===== src/rtl/rtc_regfile.sv =====
module rtc_regfile #(
  parameter int AW = 4,
  parameter int DW = 8,
  parameter int FLAG_ADR = 14,
  parameter int TLO_ADR = 11,
  parameter int THI_ADR = 12,
  parameter int VLF_POS = 1,
  parameter logic [DW-1:0] CLR_ONLY = 8'h3B
) (
  input  logic          clk,
  input  logic          rst_n,
  input  logic [3:0]    mode,
  input  logic [AW-1:0] addr,
  input  logic [DW-1:0] wdata,
  input  logic          wr_en,
  input  logic [DW-1:0] flag_set,
  output logic [DW-1:0] rdata,
  output logic [DW-1:0] flags,
  output logic [11:0]   timer_preset
);
  localparam int NREG = 1 << AW;
  localparam logic [DW-1:0] FLAG_RST = DW'(1) << VLF_POS;

  logic [DW-1:0] regs [NREG];
  logic          rd_hit, wr_hit, flag_wr;
  logic [DW-1:0] flag_nxt;

  assign rd_hit  = (mode == 4'h9) || (mode == 4'hA);
  assign wr_hit  = wr_en && ((mode == 4'h1) || (mode == 4'h2));
  assign flag_wr = wr_hit && (addr == AW'(FLAG_ADR));

  assign flag_nxt = (flag_wr ? ((regs[FLAG_ADR] & wdata & CLR_ONLY) | (wdata & ~CLR_ONLY))
                             : regs[FLAG_ADR]) | flag_set;

  always_ff @(posedge clk or negedge rst_n) begin
    if (!rst_n) begin
      for (int i = 0; i < NREG; i++) regs[i] <= '0;
      regs[FLAG_ADR] <= FLAG_RST;
    end else begin
      if (wr_hit) regs[addr] <= wdata;
      regs[FLAG_ADR] <= flag_nxt;
    end
  end

  assign rdata        = rd_hit ? regs[addr] : '0;
  assign flags        = regs[FLAG_ADR];
  assign timer_preset = {regs[THI_ADR][3:0], regs[TLO_ADR]};
endmodule



===== config.mk =====
export PLATFORM = sky130hd
export DESIGN_NAME = rtc_regfile
export DESIGN_NICKNAME = d
export VERILOG_FILES = /design/src/rtl/rtc_regfile.sv
export SDC_FILE = /design/constraint.sdc
export NUM_CORES = 1
export LEC_CHECK = 0
export BUFFER_PORTS_ARGS = -buffer_cell sky130_fd_sc_hd__buf_2
export CORE_UTILIZATION = 50
export DETAILED_ROUTE_END_ITERATION = 8
export PLACE_DENSITY = 0.69
export SYNTH_ARGS = -nofsm -noshare
export SYNTH_HDL_FRONTEND = slang
export SYNTH_SLANG_ARGS = --single-unit

===== constraint.sdc =====
create_clock -name clk -period 9.4 [get_ports clk]
set_clock_uncertainty 0.15 [all_clocks]
set_input_delay 2.35 -clock clk [delete_from_list [all_inputs] [get_ports clk]]
set_output_delay 2.35 -clock clk [all_outputs]
set_load 0.005 [all_outputs]

Yosys cells after proc, flatten, opt, wreduce, memory -nomap -nowiden
Index checks and enable logic that the tools add are counted.

Reductions and logical operators: 5. Magnitude comparators: 2. Bitwise logic cells: 4. Eq/ne operators: 5. Muxes and demuxes: 8.

Operators by type and width (count): 128-bit bitwise mux (1); 8-bit 2-to-1 mux (5); 8-bit binary-select mux with 4-bit select (1); 8-bit demux with 4-bit select (1); 4-bit equality test, second input constant (3); 6-bit by 8-bit bitwise OR with 8-bit output (1); 8-bit bitwise OR (1); 6-bit bitwise AND (1); 5-bit greater-or-equal comparator, second input constant (1); 5-bit by 1-bit less-than comparator with 1-bit output, second input constant (1); 4-bit NOT with 5-bit output (1); 4-bit by 1-bit equality test with 1-bit output, second input constant (1); 4-bit by 2-bit equality test with 1-bit output, second input constant (1); 1-bit logical AND (3); 1-bit logical OR (2).

Word-level logic and storage cells: 40. Input port bits: 27. Bits in registers: 128.

Depth between registers and ports, before layout
Depth after elaboration: 6. Mapped depth: 6. Gate-level depth less buffers: 4.

Worst setup path before layout
Ideal clock, no wire load.

Path kind: input-to-output. Start: input port addr[0]. End: output port rdata[0]. Slack: 3.028 ns. Data arrival time: 3.872 ns. Data required time: 6.900 ns. Stages: 6. Path through: buf_2 > buf_2 > mux4_2 > mux2_2 > a22oi_1 > nand2_1.

Longest elaborated chain between the ends: 5.

RTL lines: from (decl) (RTL line 13) `input logic [AW-1:0] addr,`; 4-bit NOT with 5-bit output (implied by the code) (RTL line 45) `assign rdata = rd_hit ? regs[addr] : '0;`; 8-bit binary-select mux with 4-bit select (RTL line 45); 8-bit 2-to-1 mux (implied by the code) (2 in series) (RTL line 45); 8-bit 2-to-1 mux (RTL line 45); to (decl) (RTL line 17) `output logic [DW-1:0] rdata,`.

Every way passes these cells. The select of a mux whose other input is x is not followed.

Final worst setup path
Start: input port addr[0]. End: output port rdata[1].

Same word-level chain as after synthesis.

==> results.ini <==
[placed_design]
place.gp.congestion = 0.766
numPortBuffers = 54
detailed_place_hpwl_microns = 8730
dp.cells = 576

[floorplan]
die_height_microns = 113
die_x_microns = 113
design.portCount = 55
dieArea_sq_um = 12700
start_util_pct = 51.1
row_cnt = 40
core_area_sq_um = 12000

[sta]
timing_worst_slew_pin_value_ns = 1.04
slew_headroom_pct = 30.5
setup_repair_after_global_routing_missed_its_margin = false
hold_violations = 0
layout_min_cycle_time_ns = 7.19
final.period_utilization_pct = 76.5
setup_total_negative_slack_ns = 0
max_freq_mhz = 139
setup_violations = 0
final_max_slew_viol_count = 0
finalHoldWorstSlack_ns = 0.350

[route]
initialDrtViolationCount = 173
dr_total_vias = 3595
drt-pass1-iter-count = 6
drtAntennaViolNets = 0
post_detailed_route_via_to_cell_ratio = 5.91
wl_per_cell_microns = 23.1
routed_wirelength_microns = 14000
detail_route.drc_violations = 1

[yosys]
yosysUniqueCellTypes = 32
synthesis.yosys.warnings = 0
mappedNetlistNets = 443
synth.top_cells.by_area = sky130_fd_sc_hd__dfrtp_1 (52%), sky130_fd_sc_hd__mux2_2 (22%), sky130_fd_sc_hd__mux4_2 (12%)
synth_area_sq_um = 6140
post-synth-top-area-fraction_pct = 51.8
synth_async_sr_flop_share_pct = 100
synthesis.area_per_instance_sq_um = 14.8
synth_enable_flop_cells = 0
synthTopCellsByCount = sky130_fd_sc_hd__dfrtp_1 (127), sky130_fd_sc_hd__mux2_2 (120), sky130_fd_sc_hd__mux4_2 (32)
synth_ff_type = sky130_fd_sc_hd__dfrtp_1
yosysSeqAreaShare_pct = 52.2
post-synth-top-count-cell = sky130_fd_sc_hd__dfrtp_1
syn_inst_count = 416
seq_cells_post_synth = 128
synth_top_cell_by_area = sky130_fd_sc_hd__dfrtp_1

[cts]
htree_num_levels = 4
ctsHoldBuffers = 0
cts_buffers = 17
clk_root_buffer_cell = sky130_fd_sc_hd__clkbuf_16
ctsResizeCount = 0
cts_setup_buffers = 0
cts.path.max_buffers = 2
tritoncts = built
clk_transition_reported_paths_ns = 0.05
worst_skew_pair.late_latency_ns = 0.41
clock-sinks = 128

[pwr]
cellInternalPower_w = 0.00108
net_switching_power_of_the_design_w = 0.000315
power-per-cell-area_nw_per_um2 = 201
sw_frac_of_total_pct = 22.6
power.combinational.fraction_pct = 9.5
leakagePower_nw = 3.35
pwr-share-clk_pct = 45.8
seqPwrFrac_pct = 44.8
worst_ir_drop_vdd_uv = 125

[worst_setup_path]
timing.critical_path.to_type = output port
critical_path.startpoint_type = input pin
cp_data_required_time_ns = 6.90
critical_path.slowest_cell = sky130_fd_sc_hd__buf_2
timing.critical_path.arrival_ns = 4.69
timing.critical_path.slowest_cell_delay_ns = 0.62
cpMostUsedCell = sky130_fd_sc_hd__buf_2
critPathMaxFanout = 27
timing_worst_setup_path_type = input pin to output port
crit_path_cell_trace = buf_2 > buf_4 > mux4_2 > mux2_2 > a22oi_1 > nand2_1 > buf_2

[cells_and_area]
layout-drive-gt1-share_pct = 56.6
flip_flop_and_latch_area_sq_um = 3200
fin_cells = 608
area_of_the_multi_input_gates_sq_um = 2650
layout.filler_cells = 930
diodes = 0
final_layout_net_count = 475
synthToLayoutAreaGrowth_pct = 13.3
layout.core_utilization_pct = 57.9

[job]
max_cap_violations = 0

[run_status]
violations_in_the_final_reports = DRC
run_status = finished with violations

[global_routing]
grt_start_max_net_pins = 71
grt_first_pass_wirelength_microns = 22300
grt_overflow = 0
gr_usage_total_pct = 24.4
grt_pass1_vias = 3933
antenna_found_initial = 0

[min_path]
holdCritPathClass = register to register

==> state kept, by name (all words and copies together), names as in the netlist <==
name          flops
timer_preset     12
flags             8
regs            108
==> through the flow <==
step           total power (W)  worst slack [ns]  area, sq um
4_1_cts                0.00141              2.16         6950
2_1_floorplan         0.000723              3.03         6140
3_5_place_dp          0.000767              2.15         6370
6_report               0.00140              2.21         6950
5_1_grt                0.00145              2.01         6950
3_3_place_gp          0.000759              2.19         6370
==> cell type report <==
class / count / area share (%)
Clock buffer: 20 / 6.71
Clock inverter: 12 / 1.66
Inverter: 4 / 0.216
Multi-Input combinational cell: 237 / 38.1
Sequential cell: 128 / 46.1
Tap cell: 147 / 2.65
Timing Repair Buffer: 60 / 4.57
==> logic make-up after synthesis <==
kind of cell	share of synthesized area (%)
AO/OA/AOI/OAI	2.06
AND/OR/NAND/NOR	5.26
flip-flops	52.2
XOR/XNOR	0.143
buffers and inverters	4.63
multiplexers	35.7
==> worst max-delay path: cells and delay by family <==
kind,cells,cell delay [ns]
multiplexers,2,0.83
buffers and inverters,3,1.21
AND/OR/NAND/NOR,1,0.07
AO/OA/AOI/OAI,1,0.20
==> metal layers <==
metal / vias to the layer above / track usage (%) / routed length, microns
met5: - / 0 / 0
met4: 0 / 7.91 / 221
met3: 17 / 6.75 / 569
met2: 85 / 41.9 / 7190
met1: 1915 / 30.0 / 6040
li1: 1578 / - / -
==> power groups by stage <==
stage          registers (W)  logic (W)  clock network [W]
2_1_floorplan       0.000623   0.000100                  0
3_3_place_gp        0.000630   0.000129                  0
3_5_place_dp        0.000633   0.000134                  0
4_1_cts             0.000624   0.000134           0.000647
5_1_grt             0.000630   0.000145           0.000675
6_report            0.000625   0.000132           0.000639
==> path summary, 6_finish.rpt <==
path	start	end	slack [ns]	cells past startpoint
worst min register to register	regs[41]	regs[41]	0.35	1
worst min-delay path	regs[41]	regs[41]	0.35	1
min in group asynchronous	rst_n	regs[51]	1.91	1
max in group asynchronous	rst_n	regs[98]	5.91	2
worst max-delay path	addr[0]	rdata[1]	2.21	7
worst max register to register	timer_preset[5]	timer_preset[5]	8.45	1
==> layout by cell type, fill, tap and decap left out <==
| cell type | Yosys | routed |
|---|---|---|
| sky130_fd_sc_hd__a21oi_1 | 5 | 5 |
| sky130_fd_sc_hd__a22oi_1 | 8 | 8 |
| sky130_fd_sc_hd__a41oi_1 | 3 | 3 |
| sky130_fd_sc_hd__and2_1 | 1 | 1 |
| sky130_fd_sc_hd__and3_1 | 5 | 5 |
| sky130_fd_sc_hd__buf_2 | 8 | 53 |
| sky130_fd_sc_hd__buf_4 | 22 | 7 |
| sky130_fd_sc_hd__bufinv_16 | 0 | 2 |
| sky130_fd_sc_hd__clkbuf_16 | 0 | 17 |
| sky130_fd_sc_hd__clkbuf_8 | 0 | 3 |
| sky130_fd_sc_hd__clkinv_1 | 1 | 1 |
| sky130_fd_sc_hd__clkinv_2 | 0 | 8 |
| sky130_fd_sc_hd__clkinvlp_4 | 0 | 2 |
| sky130_fd_sc_hd__dfrtp_1 | 127 | 127 |
| sky130_fd_sc_hd__dfstp_2 | 1 | 1 |
| sky130_fd_sc_hd__inv_1 | 3 | 3 |
| sky130_fd_sc_hd__mux2_2 | 120 | 120 |
| sky130_fd_sc_hd__mux2_4 | 8 | 8 |
| sky130_fd_sc_hd__mux4_2 | 32 | 32 |
| sky130_fd_sc_hd__nand2_1 | 19 | 19 |
| sky130_fd_sc_hd__nand2b_1 | 2 | 2 |
| sky130_fd_sc_hd__nand3_1 | 2 | 2 |
| sky130_fd_sc_hd__nand3b_1 | 1 | 1 |
| sky130_fd_sc_hd__nand4b_1 | 1 | 1 |
| sky130_fd_sc_hd__nor2_1 | 11 | 11 |
| sky130_fd_sc_hd__nor2_2 | 3 | 3 |
| sky130_fd_sc_hd__nor2b_1 | 1 | 1 |
| sky130_fd_sc_hd__nor3_1 | 2 | 2 |
| sky130_fd_sc_hd__nor3_2 | 2 | 2 |
| sky130_fd_sc_hd__nor3b_2 | 2 | 2 |
| sky130_fd_sc_hd__nor4_4 | 1 | 1 |
| sky130_fd_sc_hd__nor4b_1 | 2 | 2 |
| sky130_fd_sc_hd__o21ai_0 | 3 | 3 |
| sky130_fd_sc_hd__or4_1 | 2 | 2 |
| sky130_fd_sc_hd__xnor2_1 | 1 | 1 |
No activity file was read; power rests on OpenSTA's default activity.
